### src/rtl/ext_bus_seq.sv
module ext_bus_seq #(
  parameter int ADDR_W = 24
) (
  input  logic              clk,
  input  logic              rst_n,
  input  logic              start,
  input  logic [ADDR_W-1:0] addr,
  input  logic              wr,
  input  logic [15:0]       wdata,
  input  logic [14:0]       timing,
  input  logic [1:0]        mode,
  input  logic              rdy_use,
  input  logic              rdy_sync,
  input  logic              rdy_high,
  input  logic              rdy_in,
  input  logic [15:0]       ad_in,
  output logic              cs_n,
  output logic              ale,
  output logic              rd_n,
  output logic              wr_n,
  output logic [ADDR_W-1:0] addr_out,
  output logic [15:0]       ad_out,
  output logic [1:0]        ad_oe,
  output logic [15:0]       rdata,
  output logic              done,
  output logic              busy
);
  typedef enum logic [2:0] {S_IDLE, S_A, S_B, S_C, S_D, S_E, S_F, S_DONE} ph_t;

  ph_t              ph, ph_nx;
  logic [4:0]       cnt, lim;
  logic [14:0]      tq;
  logic [1:0]       mode_q;
  logic             wr_q, use_q, sync_q, high_q;
  logic [ADDR_W-1:0] addr_q;
  logic [15:0]      wdata_q;
  logic             s1, s2;

  wire [1:0] t_a  = tq[1:0];
  wire       t_b  = tq[2];
  wire [1:0] t_c  = tq[4:3];
  wire       t_d  = tq[5];
  wire [4:0] t_e  = tq[10:6];
  wire [1:0] t_f  = wr_q ? tq[14:13] : tq[12:11];
  wire [1:0] st_a = timing[1:0];

  wire rdy_line = sync_q ? rdy_in : s2;
  wire rdy_ok   = !use_q || (rdy_line == high_q);

  always_comb begin
    case (ph)
      S_A:     lim = {3'd0, t_a - 2'd1};
      S_B:     lim = {4'd0, t_b};
      S_C:     lim = {3'd0, t_c - 2'd1};
      S_E:     lim = t_e;
      S_F:     lim = {3'd0, t_f - 2'd1};
      default: lim = 5'd0;
    endcase
  end

  wire ph_end = (cnt >= lim) && (ph != S_E || rdy_ok);

  always_comb begin
    ph_nx = ph;
    case (ph)
      S_IDLE: if (start) ph_nx = (st_a != 2'd0) ? S_A : S_B;
      S_A:    if (ph_end) ph_nx = S_B;
      S_B:    if (ph_end) ph_nx = (t_c != 2'd0) ? S_C : (t_d ? S_D : S_E);
      S_C:    if (ph_end) ph_nx = t_d ? S_D : S_E;
      S_D:    if (ph_end) ph_nx = S_E;
      S_E:    if (ph_end) ph_nx = (t_f != 2'd0) ? S_F : S_DONE;
      S_F:    if (ph_end) ph_nx = S_DONE;
      default: ph_nx = S_IDLE;
    endcase
  end

  always_ff @(posedge clk or negedge rst_n) begin
    if (!rst_n) begin
      ph <= S_IDLE;
      cnt <= '0;
      tq <= '0;
      mode_q <= '0;
      wr_q <= 1'b0;
      use_q <= 1'b0;
      sync_q <= 1'b0;
      high_q <= 1'b0;
      addr_q <= '0;
      wdata_q <= '0;
      rdata <= '0;
      s1 <= 1'b0;
      s2 <= 1'b0;
    end else begin
      s1 <= rdy_in;
      s2 <= s1;
      ph <= ph_nx;
      if (ph_nx != ph) cnt <= '0;
      else if (cnt != 5'd31) cnt <= cnt + 5'd1;
      if (ph == S_IDLE && start) begin
        tq <= timing;
        mode_q <= mode;
        wr_q <= wr;
        use_q <= rdy_use;
        sync_q <= rdy_sync;
        high_q <= rdy_high;
        addr_q <= addr;
        wdata_q <= wdata;
      end
      if (ph == S_E && ph_end && !wr_q)
        rdata <= mode_q[1] ? ad_in : {8'h00, ad_in[7:0]};
    end
  end

  wire in_ab  = (ph == S_B) || (ph == S_C);
  wire in_cmd = (ph == S_E);
  wire drive  = (mode_q[0] && in_ab) || (wr_q && (in_cmd || ph == S_F));

  assign cs_n     = !(ph inside {S_B, S_C, S_D, S_E, S_F});
  assign ale      = mode_q[0] && (ph == S_B);
  assign rd_n     = !(in_cmd && !wr_q);
  assign wr_n     = !(in_cmd && wr_q);
  assign addr_out = addr_q;
  assign ad_out   = in_ab ? addr_q[15:0] : wdata_q;
  assign ad_oe    = {drive && mode_q[1], drive};
  assign done     = (ph == S_DONE);
  assign busy     = (ph != S_IDLE);
endmodule

### config.mk
export PLATFORM = sky130hd
export DESIGN_NAME = ext_bus_seq
export DESIGN_NICKNAME = d
export VERILOG_FILES = /design/src/rtl/ext_bus_seq.sv
export SDC_FILE = /design/constraint.sdc
export NUM_CORES = 1
export LEC_CHECK = 0
export BUFFER_PORTS_ARGS = -buffer_cell sky130_fd_sc_hd__buf_2
export CAP_MARGIN = 20
export CORE_MARGIN = 3
export CORE_UTILIZATION = 54
export CTS_CLUSTER_SIZE = 30
export DETAILED_ROUTE_END_ITERATION = 12
export GPL_TIMING_DRIVEN = 0
export PLACE_DENSITY_LB_ADDON = 0.3
export SLEW_MARGIN = 5
export SYNTH_ARGS = -nofsm -noshare
export SYNTH_HDL_FRONTEND = slang
export SYNTH_SLANG_ARGS = --single-unit
### constraint.sdc
create_clock -name clk -period 9.4 [get_ports clk]
set_input_delay 1.88 -clock clk [delete_from_list [all_inputs] [get_ports clk]]
set_output_delay 1.88 -clock clk [all_outputs]
set_load 0.01 [all_outputs]
### Word-level counts from Yosys, hierarchy flattened

Index checks and enable logic that the tools add are counted.

* flip-flop bits (word level): 87
* output and inout bits: 64

* mux-type cells: 19
* $add $sub $neg: 4
* order comparisons: 1
* reduce and logical (&&, ||, !) cells: 27
* equal/unequal tests: 11

Operators by type and width (count)
* 2-to-1 mux 16 bit: 2
* one-hot mux 5 bit (5 select lines): 1
* 2-to-1 mux 3 bit: 8
* one-hot mux 3 bit (7 select lines): 1
* == test 3 bit, second input constant: 4
* logical AND 1 bit: 10
* 2-to-1 mux 5 bit: 2
* nonzero test 2 bit: 4
* == test 3 x 2 -> 1 bit, second input constant: 2
* subtractor 2 x 1 -> 2 bit, second input constant: 3
* adder 5 x 1 -> 5 bit, second input constant: 1
* greater-or-equal comparator 5 bit: 1
* logical NOT 1 bit: 5
* logical OR 1 bit: 5
* inequality test 5 bit, second input constant: 1
* nonzero test 5 bit: 1
* 2-to-1 mux 2 bit: 2
* == test 3 x 1 -> 1 bit, second input constant: 1
* logical NOT 3 bit: 1
* 2-to-1 mux 1 bit: 3
* inequality test 3 bit: 1
* inequality test 3 bit, second input constant: 1
* nonzero test 3 bit: 1
* == test 1 bit: 1

### Logic depth before layout (Yosys ltp)

Gate-level depths: netlist of the first run.

* word-level depth: 9
* gate-level depth with buffers: 16
* depth with buffers taken out: 13

### Worst setup path after synthesis of the first run

OpenSTA, ideal clock, no wires.

* kind: reg2out
* start: register ph[2]
* end: output ad_out[10]
* arrival time: 1.824 ns
* required time: 7.520 ns
* stages on the path, launching flop included: 7
* path buffers: 3
* slack: 5.696 ns
* cells stage by stage: dfrtp_1 -> inv_2 -> buf_2 -> ha_1 -> clkbuf_1 -> clkbuf_1 -> mux2_2

* cells in the longest elaborated chain, start to end: 3
* elaborated cells on any way between the ends: 4
* classes of those cells: eq/ne: 2; mux: 1; reduce/logical: 1

RTL lines
* start: declaration: line 30 `ph_t ph, ph_nx;`
* start signal: assignment: line 95 `ph <= ph_nx;`
* == test 3 x 2 -> 1 bit: line 113 `wire in_ab = (ph == S_B) || (ph == S_C);`
* logical OR 1 bit *: line 113
* 2-to-1 mux 16 bit *: line 122 `assign ad_out = in_ab ? addr_q[15:0] : wdata_q;`
* end: declaration: line 22 `output logic [15:0] ad_out,`

Every way passes the cells marked *; elsewhere a longest branch is shown, timed or not.

### Worst setup path in the final report of the first run

* start: register ph[2]
* end: output ad_out[11]

The elaborated chain is that of the path after synthesis.

==> results of run 1 <==
power by group:
group,switching [W],internal (W)
Sequential,0.000108,0.000550
Clock,0.000139,0.000127
Combinational,0.000427,0.000431
Total,0.000674,0.00111
cells by family (layout without fill, tap and decap cells):
family / Yosys count / count (layout) / share of synthesized area
and+or+nand+nor: 55 / 55 / 0.0653
AOI/OAI and AO/OA: 32 / 32 / 0.0570
adders and majority gates: 8 / 8 / 0.0246
buffers and inverters: 29 / 190 / 0.0367
DFF: 87 / 87 / 0.536
muxes: 98 / 98 / 0.270
xor gates and xnor gates: 5 / 5 / 0.0108
stage by stage:
step / worst slack [ns] / hold WS, ns / power, W / util
after global placement: 5.14 / 0.334 / 0.00150 / 0.695
final: 4.77 / 0.367 / 0.00178 / 0.727
after floorplan: 5.70 / 0.331 / 0.00123 / -
after detailed placement: 5.11 / 0.342 / 0.00153 / 0.699
after global routing: 4.58 / 0.368 / 0.00192 / 0.727
after CTS: 4.71 / 0.364 / 0.00180 / 0.727
metal layers:
metal / vias to the layer above / GRT usage / wire (µm)
met3: 13 / 0.0902 / 874
met2: 133 / 0.358 / 4310
li1: 1420 / - / -
met1: 1448 / 0.256 / 3560
met5: - / 0 / 0
met4: 0 / 0.0623 / 129
placed cells by master (no fill, tap or decap), types with 2 or more instances in the layout:
| master | count |
|---|---|
| buf_2 | 151 |
| inv_6 | 2 |
| a31oi_1 | 2 |
| clkbuf_8 | 9 |
| xor2_1 | 3 |
| o211ai_1 | 2 |
| and3_1 | 2 |
| a311oi_1 | 2 |
| mux2_1 | 13 |
| o21ai_0 | 3 |
| nor2b_1 | 3 |
| or3_1 | 2 |
| buf_4 | 2 |
| dfrtp_1 | 87 |
| a21o_1 | 2 |
| clkbuf_1 | 6 |
| clkinvlp_4 | 2 |
| buf_6 | 2 |
| mux2_2 | 70 |
| mux2i_1 | 13 |
| and2_1 | 2 |
| nand2b_1 | 2 |
| ha_1 | 8 |
| nand2_1 | 23 |
| o221ai_1 | 2 |
| nor2_1 | 13 |
| mux2_4 | 2 |
| xnor2_1 | 2 |
| a21oi_1 | 8 |
| inv_1 | 10 |
sequential cells by signal, summed over array words and instances (netlist names):
register	count
high_q	1
wr_q	1
ph	3
s2	1
addr_out	24
rdata	16
wdata_q	16
sync_q	1
cnt	5
s1	1
use_q	1
tq	15
mode_q	2
layout make-up:
| cell class | instances | area, µm² | share of cell area |
|---|---|---|---|
| Timing Repair Buffer | 145 | 751 | 0.146 |
| Clock buffer | 10 | 128 | 0.0249 |
| Multi-Input combinational cell | 198 | 1740 | 0.338 |
| Inverter | 11 | 41.3 | 0.00804 |
| Clock inverter | 6 | 73.8 | 0.0144 |
| Sequential cell | 87 | 2180 | 0.424 |
| Buffer | 18 | 108 | 0.0210 |
| Tap cell | 96 | 120 | 0.0234 |
critical path, cell delays in order, from the launching register on:
cell      delay, ns
dfrtp_1        0.46
inv_2          0.10
buf_2          0.22
ha_1           0.17
clkbuf_1       0.37
clkbuf_1       0.52
mux2_2         0.41
buf_2          0.14
worst max path at each step:
stage          startpoint         end  slack, ns
4_1_cts             ph[2]  ad_out[11]       4.71
3_5_place_dp        ph[2]  ad_out[11]       5.11
5_1_grt             ph[2]  ad_out[11]       4.58
6_report            ph[2]  ad_out[11]       4.77
2_1_floorplan       ph[2]  ad_out[10]       5.70
3_3_place_gp        ph[2]  ad_out[11]       5.14
==> flow_metrics.py, run 1 <==
metrics = {
    "status": {
        "status": "finished clean",
    },
    "finish": {
        "nets": 559,
        "fillers": 518,
        "diodes": 0,
        "fin_area_um2": 5130,
        "synthToLayoutAreaGrowth_pct": 26.4,
        "layout-drive-gt1-share": 0.526,
        "fin_cells": 571,
    },
    "placement": {
        "placedCellCount": 555,
        "hpwl_mm": 6.87,
        "gp_congestion": 0.922,
        "port_buffers": 144,
        "place_area_um2": 4930,
    },
    "hold_path": {
        "min_path_type": "register to register",
        "hp-start": "s1",
        "min_to": "s2",
        "hold_depth": 0,
    },
    "run": {
        "maxCapViolCount": 0,
    },
    "power_and_ir_drop": {
        "p_leak_nw": 2.54,
        "powerDensity_nw_per_um2": 347,
        "peakVddDrop_mv": 0.211,
    },
    "yosys": {
        "synth-edff-count": 0,
        "avgSynthCellArea_um2": 12.9,
        "ys.flop_type": "dfrtp_1",
        "synth.most_common_cell": "dfrtp_1",
        "ys_warn_count": 0,
        "synth_area_leaders": "dfrtp_1, mux2_2, mux2_1, mux2i_1, ha_1",
        "async_flop_share": 1.00,
        "syn_nets": 403,
        "yosysSeqAreaShare": 0.536,
        "synth_top_area_cell": "dfrtp_1",
        "syn_inst": 314,
        "synth_top_cell_area_share": 0.536,
        "synth.distinct_cells": 49,
        "ys_ff_latch": 87,
        "yosys-top-cells-count": "dfrtp_1, mux2_2, nand2_1",
        "syn_area_um2": 4060,
    },
    "clocking": {
        "cts_resized": 0,
        "clock_path_buffers": 2,
        "hold_buffers": 0,
        "cts_buffers": 9,
        "cts-root-buf": "clkbuf_8",
        "post-cts-setup-buffers": 0,
        "clkSlewWorstSetupHoldPaths_ns": 0.10,
        "clock-sinks": 87,
        "tritoncts": "built",
        "h-tree-depth": 3,
        "clock_latency_ns": 0.36,
    },
    "timing": {
        "fin_skew_ns": 0.0150,
        "slew_headroom": 0.603,
        "fin_setup_tns_ns": 0,
        "report.final.setup_viol": 0,
        "worst_pin_slew_ns": 0.590,
        "final_hold_viol_count": 0,
        "slew_violations": 0,
        "period_needed_ns": 4.63,
        "timing.fmax_mhz": 216,
        "fin_crit_sh": 0.493,
        "rsz0062_at_grt": "false",
    },
    "grt": {
        "antenna_found_initial": 0,
        "grt_overflow_total": 0,
        "grt_pass1_wl_mm": 14.6,
        "grt_pass1_vias": 3112,
        "grt_max_degree": 49,
        "grt.total_usage": 0.215,
    },
    "worst_setup_path": {
        "worst_setup_path_start_kind": "register",
        "r2r-start": "ph[2]",
        "r2r-end": "rdata[7]",
        "cp-end-kind": "primary output",
        "reg2reg_depth": 16,
        "r2r_setup_slack_ns": 5.88,
        "critPathRequiredTime_ns": 7.52,
        "arrival_ns": 2.75,
        "path_class": "register to primary output",
        "cp_max_fo": 10,
    },
    "floorplanning": {
        "start_util": 0.576,
        "dieArea_um2": 8600,
        "io_pins": 145,
        "die_y_um": 92.7,
        "core.rowCount": 30,
        "dieWidth_um": 92.7,
        "core-area_um2": 7060,
    },
    "drt": {
        "wl_mm": 8.88,
        "drc": 0,
        "firstDrtPassIters": 4,
        "drt-initial-drc-count": 111,
        "wire_per_inst_um": 15.5,
        "ant_nets": 0,
        "vias": 3014,
        "viasPerCell": 5.28,
    },
}
(Power assumes the default switching activity.)
==> run 2: changes to the inputs <==
--- a/config.mk
+++ b/config.mk
@@ -8,7 +8,7 @@
 export BUFFER_PORTS_ARGS = -buffer_cell sky130_fd_sc_hd__buf_2
 export CAP_MARGIN = 20
 export CORE_MARGIN = 3
-export CORE_UTILIZATION = 54
+export CORE_UTILIZATION = 50
 export CTS_CLUSTER_SIZE = 30
 export DETAILED_ROUTE_END_ITERATION = 12
 export GPL_TIMING_DRIVEN = 0
==> constraint.sdc (replaced) <==
create_clock -name clk -period 4.3 [get_ports clk]
set_input_delay 0.86 -clock clk [delete_from_list [all_inputs] [get_ports clk]]
set_output_delay 0.86 -clock clk [all_outputs]
set_load 0.01 [all_outputs]
==> run 2 against run 1 <==
Sequential share of layout area shrank 0.26 points. Die area rose by 7.5%. Clock skew is 0.0052 ns lower. Final area up 0.61%. Critical endpoint unchanged. Largest cell class unchanged.
==> flow_metrics.py, run 2 (synthesized netlist as in run 1, its figures left out) <==
metrics = {
    "worst_setup_path": {
        "critPathRequiredTime_ns": 3.44,
        "path_class": "register to primary output",
        "cp_max_fo": 10,
        "reg2reg_depth": 16,
        "worst_setup_path_start_kind": "register",
        "crit_start": "ph[2]",
        "r2r-start": "ph[2]",
        "cp-end-kind": "primary output",
        "arrival_ns": 2.77,
    },
    "timing": {
        "worst_pin_slew_ns": 0.640,
        "setup_slack_ns": 0.675,
        "fin_crit_sh": 0.843,
        "rsz0062_at_grt": "false",
        "fin_setup_tns_ns": 0,
        "slew_violations": 0,
        "timing.fmax_mhz": 276,
        "report.final.setup_viol": 0,
        "final_hold_viol_count": 0,
        "period_needed_ns": 3.63,
        "fin_skew_ns": 0.00979,
        "slew_headroom": 0.569,
    },
    "drt": {
        "drc": 0,
        "drt-initial-drc-count": 87,
        "firstDrtPassIters": 5,
        "ant_nets": 0,
        "wl_mm": 9.04,
        "viasPerCell": 5.27,
        "vias": 3038,
        "wire_per_inst_um": 15.7,
    },
    "clocking": {
        "cts-root-buf": "clkbuf_8",
        "clkSlewWorstSetupHoldPaths_ns": 0.09,
        "cts_resized": 0,
        "tritoncts": "built",
        "clock_latency_ns": 0.35,
        "clock-sinks": 87,
        "post-cts-setup-buffers": 0,
        "h-tree-depth": 3,
        "hold_buffers": 0,
        "clock_path_buffers": 2,
        "cts_buffers": 9,
    },
    "finish": {
        "nets": 559,
        "most-common-layout-cells": "buf_2, dfrtp_1, mux2_2",
        "fin_area_um2": 5160,
        "layout-drive-gt1-share": 0.528,
        "layout_commonest_cell": "buf_2",
        "fin_cells": 577,
        "largest_register_ffs": 24,
        "diodes": 0,
        "synthToLayoutAreaGrowth_pct": 27.2,
    },
    "grt": {
        "grt_pass1_vias": 3060,
        "antenna_found_initial": 0,
        "grt_overflow_total": 0,
        "grt_max_degree": 49,
        "grt_pass1_wl_mm": 14.0,
        "grt.total_usage": 0.199,
    },
    "floorplanning": {
        "dieArea_um2": 9240,
        "die_y_um": 96.1,
        "io_pins": 145,
        "start_util": 0.520,
        "dieWidth_um": 96.1,
        "core.rowCount": 32,
        "core-area_um2": 7810,
    },
    "power_and_ir_drop": {
        "powerDensity_nw_per_um2": 767,
        "p_leak_nw": 2.56,
        "peakVddDrop_mv": 0.354,
    },
    "hold_path": {
        "min_path_type": "register to register",
        "hp-start": "s1",
        "hold_depth": 0,
    },
    "status": {
        "status": "finished clean",
    },
    "placement": {
        "dp_slack_ns": 0.817,
        "placedCellCount": 561,
        "hpwl_mm": 6.94,
        "gp_congestion": 0.901,
        "port_buffers": 144,
        "place_area_um2": 4940,
    },
    "run": {
        "maxCapViolCount": 0,
    },
}
run 2: final timing paths:
path                                    to  slack (ns)
worst min-delay path                    s2        0.37
worst min register to register          s2        0.37
worst max register to register    rdata[7]        0.78
min in group asynchronous           cnt[2]        0.48
max in group asynchronous             wr_q        3.21
worst max-delay path            ad_out[11]        0.67
run 2: power breakdown:
group | internal (W) | leakage (nW) | total, W | switching [W]
clock network | 0.000334 | 0.112 | 0.000642 | 0.000307
logic | 0.000942 | 1.40 | 0.00188 | 0.000940
registers | 0.00120 | 1.05 | 0.00144 | 0.000234
total | 0.00248 | 2.56 | 0.00396 | 0.00148
run 2: metrics by stage:
step,total power [W],hold slack (ns),utilization
floorplan,0.00269,0.331,-
global placement,0.00327,0.335,0.629
detailed placement,0.00335,0.336,0.633
CTS,0.00400,0.372,0.662
global route,0.00425,0.389,0.662
finish,0.00396,0.366,0.662
run 2: cell type report:
| cell class | instances | area, µm² |
|---|---|---|
| Fill cell | 623 | 2640 |
| Timing Repair Buffer | 145 | 751 |
| Multi-Input combinational cell | 198 | 1740 |
| Inverter | 11 | 41.3 |
| Clock inverter | 7 | 101 |
| Tap cell | 102 | 128 |
| Buffer | 18 | 108 |
| Clock buffer | 9 | 124 |
| Sequential cell | 87 | 2180 |
run 2: per-layer routing:
metal  track usage  vias to the layer above  share of wire  routed length, µm
li1              -                     1427              -                  -
met1         0.231                     1457           0.38               3470
met2         0.328                      143           0.49               4450
met3        0.0938                       11           0.11               1010
met4        0.0557                        0          0.012                104
met5             0                        -              0                  0
run 2: worst max-delay path, cell delays in order, from the launching register on:
cell and delay, ns:
dfrtp_1 0.45, inv_2 0.11, buf_2 0.22, ha_1 0.18, clkbuf_1 0.41, clkbuf_1 0.49
mux2_2 0.41, buf_2 0.14
==> run 3: changes to the inputs <==
--- a/config.mk
+++ b/config.mk
@@ -8,7 +8,7 @@
 export BUFFER_PORTS_ARGS = -buffer_cell sky130_fd_sc_hd__buf_2
 export CAP_MARGIN = 20
 export CORE_MARGIN = 3
-export CORE_UTILIZATION = 50
+export CORE_UTILIZATION = 45
 export CTS_CLUSTER_SIZE = 30
 export DETAILED_ROUTE_END_ITERATION = 12
 export GPL_TIMING_DRIVEN = 0
==> constraint.sdc (replaced) <==
create_clock -name clk -period 3.15 [get_ports clk]
set_input_delay 0.63 -clock clk [delete_from_list [all_inputs] [get_ports clk]]
set_output_delay 0.63 -clock clk [all_outputs]
set_load 0.01 [all_outputs]
==> run 3 against run 2 <==
Clock-buffer cell count up 1. Final area up 2.2%. First-iteration DRC count increased by 46%. Via count grew 1.1%. Non-clock buffer count rose by 5. Sequential power grew 37%. Critical path type is now register to register. Critical endpoint is now rdata[6]. Largest power group unchanged.
==> flow_metrics.py, run 3 (synthesized netlist as in run 1, its figures left out) <==
metrics = {
    "worst_setup_path": {
        "max_stage_delay_ns": 0.46,
        "arrival_ns": 3.37,
        "cp_common_cell": "a31oi_1",
        "cp_slowest_cell": "dfrtp_2",
        "reg2reg_depth": 14,
        "cp_max_fo": 7,
        "worst_setup_path_start_kind": "register",
        "cp-end-kind": "register",
        "r2r_setup_slack_ns": 0.04,
        "worstPathCellList": "mux2i_4 -> a311o_1 -> a2bb2o_4 -> xor2_1 -> a21oi_1 -> a31oi_1 -> ha_1 -> a31oi_1 -> o21ai_2 -> nand2_2 -> or2_1 -> buf_6 -> buf_12 -> mux2_4",
        "r2r-start": "wr_q",
        "r2r-end": "rdata[6]",
        "critPathRequiredTime_ns": 3.41,
        "path_class": "register to register",
    },
    "floorplanning": {
        "dieArea_um2": 10200,
        "io_pins": 145,
        "core-area_um2": 8760,
        "core.rowCount": 34,
        "dieWidth_um": 101,
        "die_y_um": 101,
        "start_util": 0.463,
    },
    "finish": {
        "most-common-layout-cells": "buf_2, dfrtp_1, mux2_2",
        "layout_commonest_cell": "buf_2",
        "seqCellArea_um2": 2180,
        "synthToLayoutAreaGrowth_pct": 30.0,
        "nets": 564,
        "utilization": 0.603,
        "multiInputGateArea_um2": 1790,
        "largest_register_ffs": 24,
        "layout-drive-gt1-share": 0.560,
        "fillers": 762,
        "diodes": 0,
    },
    "drt": {
        "vias": 3071,
        "firstDrtPassIters": 4,
        "drc": 0,
        "wl_mm": 9.26,
        "viasPerCell": 5.22,
        "wire_per_inst_um": 15.7,
        "drt-initial-drc-count": 127,
        "ant_nets": 0,
    },
    "timing": {
        "worst_pin_slew_ns": 0.630,
        "slew_headroom": 0.578,
        "rsz0062_at_grt": "true",
        "fin_crit_sh": 0.989,
        "period_needed_ns": 3.11,
        "setup_slack_ns": 0.0355,
        "final_hold_viol_count": 0,
        "timing.fmax_mhz": 321,
        "report.final.setup_viol": 0,
        "fin_skew_ns": 0.0172,
        "slew_violations": 0,
    },
    "placement": {
        "dp_slack_ns": -0.299,
        "port_buffers": 144,
        "hpwl_mm": 6.89,
        "gp_congestion": 0.850,
    },
    "clocking": {
        "cts-root-buf": "clkbuf_8",
        "hold_buffers": 0,
        "h-tree-depth": 3,
        "tritoncts": "built",
        "clock-sinks": 87,
        "clock_path_buffers": 2,
        "clkSlewWorstSetupHoldPaths_ns": 0.10,
        "cts_buffers": 9,
        "clock_latency_ns": 0.36,
    },
    "power_and_ir_drop": {
        "powerDensity_nw_per_um2": 1090,
        "peakVddDrop_mv": 0.494,
        "p_leak_nw": 2.60,
    },
    "grt": {
        "grt_overflow_total": 0,
        "grt_pass1_wl_mm": 15.0,
        "antenna_found_initial": 0,
        "grt.total_usage": 0.189,
        "grt_pass1_vias": 3070,
        "grt_max_degree": 49,
    },
    "status": {
        "status": "finished clean",
    },
    "hold_path": {
        "min_path_type": "input pin to async pin",
    },
    "run": {
        "maxCapViolCount": 0,
    },
}
-- run 3: how the worst max path moves through the flow --
stage	start	to	slack (ns)	cells past startpoint
6_report	wr_q	rdata[6]	0.04	14
4_1_cts	wr_q	rdata[7]	0.0002	14
2_1_floorplan	wr_q	rdata[6]	0.07	14
5_1_grt	wr_q	rdata[6]	-0.04	14
3_3_place_gp	wr_q	rdata[7]	-0.32	14
3_5_place_dp	wr_q	rdata[6]	-0.30	14
-- run 3: cell type report --
cell class	count	area share
Buffer	16	0.0204
Multi-Input combinational cell	198	0.339
Clock buffer	10	0.0261
Inverter	11	0.00782
Sequential cell	87	0.413
Timing Repair Buffer	152	0.155
Clock inverter	6	0.0142
Tap cell	108	0.0256
-- run 3: per-stage QoR --
step / hold slack, ns / TNS [ns] / std cells / total power [W] / area, µm²
after floorplan: 0.331 / 0 / 314 / 0.00368 / 4060
after global placement: 0.336 / -3.61 / 566 / 0.00450 / 4920
after detailed placement: 0.336 / -3.22 / 567 / 0.00457 / 4950
after CTS: 0.251 / 0 / 587 / 0.00563 / 5210
after global routing: 0.274 / -0.174 / 588 / 0.00618 / 5280
final: 0.239 / 0 / 588 / 0.00576 / 5280
-- run 3: timing repair --
action,CTS,global route
pin swaps,4,7
endpoints found under the setup margin,31,32
cloned,0,0
setup buffers,5,2
gates resized for setup,7,13
-- run 3: critical path: cells and delay by family, from the launching register on --
| family | cells | cell delay [ns] |
|---|---|---|
| adder cells (fa/ha/maj) | 1 | 0.30 |
| flip-flops | 1 | 0.46 |
| XOR/XNOR | 1 | 0.14 |
| AO/OA/AOI/OAI | 6 | 0.98 |
| AND/OR/NAND/NOR | 2 | 0.35 |
| multiplexers | 2 | 0.50 |
| buffers and inverters | 2 | 0.29 |
-- run 3: per-layer routing --
| metal | vias to the layer above | GRT usage | share of wire |
|---|---|---|---|
| met5 | - | 0 | 0 |
| met4 | 0 | 0.0767 | 0.022 |
| met1 | 1480 | 0.240 | 0.42 |
| met3 | 21 | 0.0616 | 0.095 |
| met2 | 135 | 0.298 | 0.47 |
| li1 | 1435 | - | - |
-- run 3: power by group --
part | switching [W] | internal [W]
clock network | 0.000433 | 0.000401
logic | 0.00142 | 0.00153
registers | 0.000326 | 0.00164
